## config.mk

```make
export PLATFORM = sky130hd
export DESIGN_NAME = degrade_mode_ctrl
export DESIGN_NICKNAME = d
export VERILOG_FILES = /design/src/rtl/degrade_mode_pkg.sv /design/src/rtl/dm_record.sv /design/src/rtl/dm_decode.sv /design/src/rtl/dm_apply.sv /design/src/rtl/degrade_mode_ctrl.sv
export SDC_FILE = /design/constraint.sdc
export NUM_CORES = 1
export LEC_CHECK = 0
export ABC_CLOCK_PERIOD_IN_PS = 1800
export BUFFER_PORTS_ARGS = -buffer_cell sky130_fd_sc_hd__buf_2
export CAP_MARGIN = 20
export CORE_UTILIZATION = 45
export DETAILED_ROUTE_END_ITERATION = 16
export HOLD_SLACK_MARGIN = 0.12
export PLACE_DENSITY = 0.69
export SLEW_MARGIN = 20
export SYNTH_ARGS = -nofsm -noshare
export SYNTH_HDL_FRONTEND = slang
export SYNTH_SLANG_ARGS = --single-unit
export TNS_END_PERCENT = 5
```

## constraint.sdc

```tcl
create_clock -name clk_i -period 1.8 [get_ports clk_i]
set_input_delay 0.18 -clock clk_i [delete_from_list [all_inputs] [get_ports clk_i]]
set_output_delay 0.18 -clock clk_i [all_outputs]
set_load 0.05 [all_outputs]
```

## src/rtl/degrade_mode_pkg.sv

```systemverilog
package degrade_mode_pkg;
  localparam int NTASK  = 3;
  localparam int MODE_W = 3;

  typedef enum logic [MODE_W-1:0] {
    MODE_NOM  = 3'd0,
    MODE_A    = 3'd1,
    MODE_B    = 3'd2,
    MODE_C    = 3'd3,
    MODE_D    = 3'd4,
    MODE_SURV = 3'd5
  } mode_e;

  // record bit positions
  localparam int BIT_SEQ = 0;
  localparam int BIT_EST = 1;
  localparam int BIT_RCV = 2;
endpackage

```

## src/rtl/dm_record.sv

```systemverilog
module dm_record
  import degrade_mode_pkg::*;
#(
  parameter int TID_W = 2
) (
  input  logic             clk_i,
  input  logic             rst_ni,
  input  logic             viol_valid_i,
  input  logic [TID_W-1:0] viol_tid_i,
  input  logic             viol_upper_i,
  input  logic             rest_valid_i,
  input  logic [TID_W-1:0] rest_tid_i,
  output logic [NTASK-1:0] rec_o,
  output logic             upper_o
);
  logic [NTASK-1:0] vmask, rmask, rec_q, rec_d;
  logic             upper_q, upper_d;

  for (genvar g = 0; g < NTASK; g++) begin : g_mask
    assign vmask[g] = viol_valid_i && (viol_tid_i == TID_W'(g));
    assign rmask[g] = rest_valid_i && (rest_tid_i == TID_W'(g));
  end

  always_comb begin
    // violation wins over a same-cycle restore of the same task
    rec_d   = (rec_q & ~rmask) | vmask;
    upper_d = |(vmask & ~rec_q) ? viol_upper_i : upper_q;
  end

  always_ff @(posedge clk_i or negedge rst_ni) begin
    if (!rst_ni) begin
      rec_q   <= '0;
      upper_q <= 1'b0;
    end else begin
      rec_q   <= rec_d;
      upper_q <= upper_d;
    end
  end

  assign rec_o   = rec_q;
  assign upper_o = upper_q;
endmodule

```

## src/rtl/dm_decode.sv

```systemverilog
module dm_decode
  import degrade_mode_pkg::*;
(
  input  logic [NTASK-1:0] rec_i,
  input  logic             alt_b_i,
  output mode_e            mode_o
);
  always_comb begin
    unique case (rec_i)
      3'b000:  mode_o = MODE_NOM;
      3'b001:  mode_o = MODE_C;
      3'b010:  mode_o = alt_b_i ? MODE_B : MODE_A;
      3'b100:  mode_o = MODE_A;
      3'b110:  mode_o = MODE_A;
      3'b011:  mode_o = MODE_D;
      3'b101:  mode_o = MODE_D;
      default: mode_o = MODE_SURV;
    endcase
  end
endmodule

```

## src/rtl/dm_apply.sv

```systemverilog
module dm_apply
  import degrade_mode_pkg::*;
(
  input  logic             clk_i,
  input  logic             rst_ni,
  input  logic [NTASK-1:0] rec_i,
  input  logic             upper_i,
  input  mode_e            mode_i,
  output logic             sync_o,
  output mode_e            mode_o,
  output logic [NTASK-1:0] quar_o,
  output logic             upper_o
);
  logic             sync_q;
  mode_e            tgt_mode_q, app_mode_q;
  logic [NTASK-1:0] tgt_rec_q, app_rec_q;
  logic             tgt_up_q, app_up_q;
  logic             pending;

  assign pending = (rec_i != app_rec_q) || (upper_i != app_up_q);

  always_ff @(posedge clk_i or negedge rst_ni) begin
    if (!rst_ni) begin
      sync_q     <= 1'b0;
      tgt_mode_q <= MODE_NOM;
      tgt_rec_q  <= '0;
      tgt_up_q   <= 1'b0;
      app_mode_q <= MODE_NOM;
      app_rec_q  <= '0;
      app_up_q   <= 1'b0;
    end else if (sync_q) begin
      sync_q     <= 1'b0;
      app_mode_q <= tgt_mode_q;
      app_rec_q  <= tgt_rec_q;
      app_up_q   <= tgt_up_q;
    end else if (pending) begin
      sync_q     <= 1'b1;
      tgt_mode_q <= mode_i;
      tgt_rec_q  <= rec_i;
      tgt_up_q   <= upper_i;
    end
  end

  assign sync_o  = sync_q;
  assign mode_o  = app_mode_q;
  assign quar_o  = app_rec_q;
  assign upper_o = app_up_q;
endmodule

```

## src/rtl/degrade_mode_ctrl.sv

```systemverilog
module degrade_mode_ctrl
  import degrade_mode_pkg::*;
#(
  parameter int TID_W = 2
) (
  input  logic             clk_i,
  input  logic             rst_ni,
  input  logic             viol_valid_i,
  input  logic [TID_W-1:0] viol_tid_i,
  input  logic             viol_upper_i,
  input  logic             restore_valid_i,
  input  logic [TID_W-1:0] restore_tid_i,
  input  logic             alt_b_i,
  output logic [2:0]       mode_o,
  output logic [2:0]       quar_o,
  output logic [3:0]       timer_set_o,
  output logic             sync_o
);
  logic [NTASK-1:0] rec;
  logic             rec_upper, app_upper;
  mode_e            dec_mode, app_mode;

  dm_record #(.TID_W(TID_W)) u_record (
    .clk_i        (clk_i),
    .rst_ni       (rst_ni),
    .viol_valid_i (viol_valid_i),
    .viol_tid_i   (viol_tid_i),
    .viol_upper_i (viol_upper_i),
    .rest_valid_i (restore_valid_i),
    .rest_tid_i   (restore_tid_i),
    .rec_o        (rec),
    .upper_o      (rec_upper)
  );

  dm_decode u_decode (
    .rec_i   (rec),
    .alt_b_i (alt_b_i),
    .mode_o  (dec_mode)
  );

  dm_apply u_apply (
    .clk_i   (clk_i),
    .rst_ni  (rst_ni),
    .rec_i   (rec),
    .upper_i (rec_upper),
    .mode_i  (dec_mode),
    .sync_o  (sync_o),
    .mode_o  (app_mode),
    .quar_o  (quar_o),
    .upper_o (app_upper)
  );

  assign mode_o      = app_mode;
  assign timer_set_o = {app_mode, app_upper};
endmodule

```

==> run summary <==
status: completed
core area: 0.001802 sq mm
DR WL/cell: 12.87 um
Slew HR: 71.67%
Area contributors post-synth: dfrtp_1 52%, mux2_2 9.9%, mux2_4 8.2%, o21ai_0 5.5%, buf_4 4.1%
worst endpoint data arrival time: 1.75 ns
Post-Route WL: 1532 um
Yosys top cell area share: 52.20%
CP bufs+invs: 0
Placed Area: 0.001007 sq mm
latest clock arrival within the worst-skew pair: 0.29 ns
fraction of layout cells with a size suffix above 1: 44.68%
Synthesis Warnings: 0
Post-synth top flop: dfrtp_1
# IOs: 21
Hold Crit Depth: 3
Pre-Repair DR Iteration Count: 4
placed instance count: 112
Starting Density: 50.56%
# Post-CTS Setup Buffers: 0
commonest non-fill, non-tap cell in the layout: buf_2
Initial DRC Count: 6
cell family with most CP delay: flip-flops
Worst Tran Pin Value: 0.4235 ns
worst hold-check path type: input pin to flop
Post-Route Utilization: 59.10%
Netlist Area Pre-Place: 910.9 sq um
row cnt: 15
most frequent cells in the layout: 20 x buf_2, 19 x dfrtp_1, 10 x o21ai_0, 8 x mux2_2, 5 x mux2_4
crit share post-route: 86.52%
Multi-input gate area: 366.6 sq um
VDD IR-drop max: 0.6901 mV
critical path startpoint category: flop
port bufs: 20
number of global-route vias before repair: 567
DRC violations left: 0
die area: 0.002208 sq mm
average cell area after synthesis: 12.65 sq um
Num CTS Buffers: 3
Fmax: 642.2 MHz
DIE HEIGHT: 46.99 um
Post-synth EDFFs: 0
TritonCTS clock tree: yes
first-pass GRT wire length: 2580 um
Netlist cell types: 22
R2R depth: 3
Reg area: 475.5 sq um
Setup crit end kind: flop
delay of the slowest critical-path stage: 0.49 ns
Clk Tree Root Cell: clkbuf_4
sequential cell area fraction in the yosys report: 52.20%
# fillers: 164
largest area contributor in the netlist: dfrtp_1
Clock transition at path regs: 0.10 ns
Final Net Count: 105
Leak Pwr: 0.4939 nW
worst-path cell chain: xnor2_2, a41oi_4, mux2_4
area grow syn2layout: 16.90%
Cell Pwr Density: 1950 mW/mm^2
Final setup viols: 0
H-tree Lvls: 1
Fin Setup TNS: 0 ns
largest net degree at the start of global routing: 20
grt total ovfl: 0
crit path max fanout: 9
minimum clock period after layout: 1.557 ns
ANT cells: 0
gpl congestion: 0.7113
vias after detailed routing: 577
clock sink total: 19
Final Max Tran Viols: 0
gr usage total: 17.08%
fraction of registers with async set/reset: 100.0%
initial antenna violation count: 0
Post-Syn Nets: 82
CP Depth: 3
ANT nets after route: 0
die span in x: 46.99 um
hpwl dp: 1152 um
slowest stage cell, crit path: dfrtp_1
RSZ-0062 raised after global routing: false
register bit total from synthesis: 19
Via density: 4.849
type of the worst setup path: flop to flop
final hold viol count: 0
Max clock buf depth: 2
Final Skew: 0.002995 ns
Synth Instances: 72
WP data required: 1.99 ns
Finished Layout Cells: 119
Max-cap violations: 0
design area: 0.001065 sq mm
-- kinds of logic (layout without fill, tap and decap cells) --
family	after synthesis	count (layout)	share of synthesized area (%)
mux	14	14	19.23
simple gates	10	10	5.770
compound gates	14	14	10.58
flops	19	19	52.20
buf+inv	11	33	7.554
xor+xnor	4	4	4.671
-- path summary, 6_finish.rpt --
path                                                         from                           endpoint  slack [ns]
worst min register to register  u_apply.tgt_mode_q[2]$_DFFE_PN0P_      u_apply.mode_o[2]$_DFFE_PN0P_        0.51
min in group asynchronous                                  rst_ni   u_apply.tgt_rec_q[2]$_DFFE_PN0P_        0.34
worst max register to register        u_record.rec_o[1]$_DFF_PN0_   u_apply.tgt_rec_q[1]$_DFFE_PN0P_        0.24
max in group asynchronous                                  rst_ni  u_apply.tgt_mode_q[2]$_DFFE_PN0P_        1.17
worst min-delay path                                 viol_valid_i        u_record.rec_o[2]$_DFF_PN0_        0.15
worst max-delay path                  u_record.rec_o[1]$_DFF_PN0_   u_apply.tgt_rec_q[1]$_DFFE_PN0P_        0.24
-- where the power goes --
part	internal [mW]	switching, mW
combinational	0.439	0.684
sequential	0.608	0.135
clock	0.0827	0.127
-- worst register-to-register path, stage by stage, from the launching register on --
cell and delay, ns:
dfrtp_1 0.49, xnor2_2 0.19, a41oi_4 0.43, mux2_4 0.34
-- what timing repair did --
item,CTS,global route
gates resized for setup,0,0
endpoints found under the setup margin,0,0
hold endpoints to repair,22,0
hold buffers,3,0
-- final cells by class --
class                      count  area share [%]
clock inverter                 1          0.4700
timing repair buffer          26           14.34
inverter                       3           1.058
clock buffer                   3           2.115
tap                           25           2.938
multi-input combinational     42           34.43
sequential                    19           44.65
-- stage by stage --
stage	setup WS [ns]	total power, mW	hold WS (ns)
3_3_place_gp	0.2962	1.854	0.1352
5_1_grt	0.1654	2.209	0.1554
3_5_place_dp	0.2466	1.884	0.1395
6_report	0.2427	2.076	0.1472
2_1_floorplan	0.1442	1.700	-0.1156
4_1_cts	0.2395	2.099	0.1375
-- metal layers --
metal / track usage (%) / up-vias / wire, um
met5: 0 / - / 0
met4: 10.29 / 0 / 15
met3: 2.308 / 2 / 45
met2: 26.39 / 16 / 774
met1: 22.82 / 274 / 696
li1: - / 285 / -
-- cells in the mapped netlist (all sizes together), types with 2 or more instances --
master and n:
xnor2 4, mux2 13, nor2 2, dfrtp 19, buf 7, inv 3
o21ai 10, nand2 2, nand2b 3
-- state kept, by name (all words and copies together) (netlist names) --
signal,cells
u_apply.mode_o,3
u_apply.quar_o,3
u_apply.tgt_mode_q,3
u_apply.tgt_rec_q,3
u_record.rec_o,3
u_apply.sync_o,1
u_apply.tgt_up_q,1
u_apply.upper_o,1
u_record.upper_o,1
No activity file was read; power rests on OpenSTA's default activity.
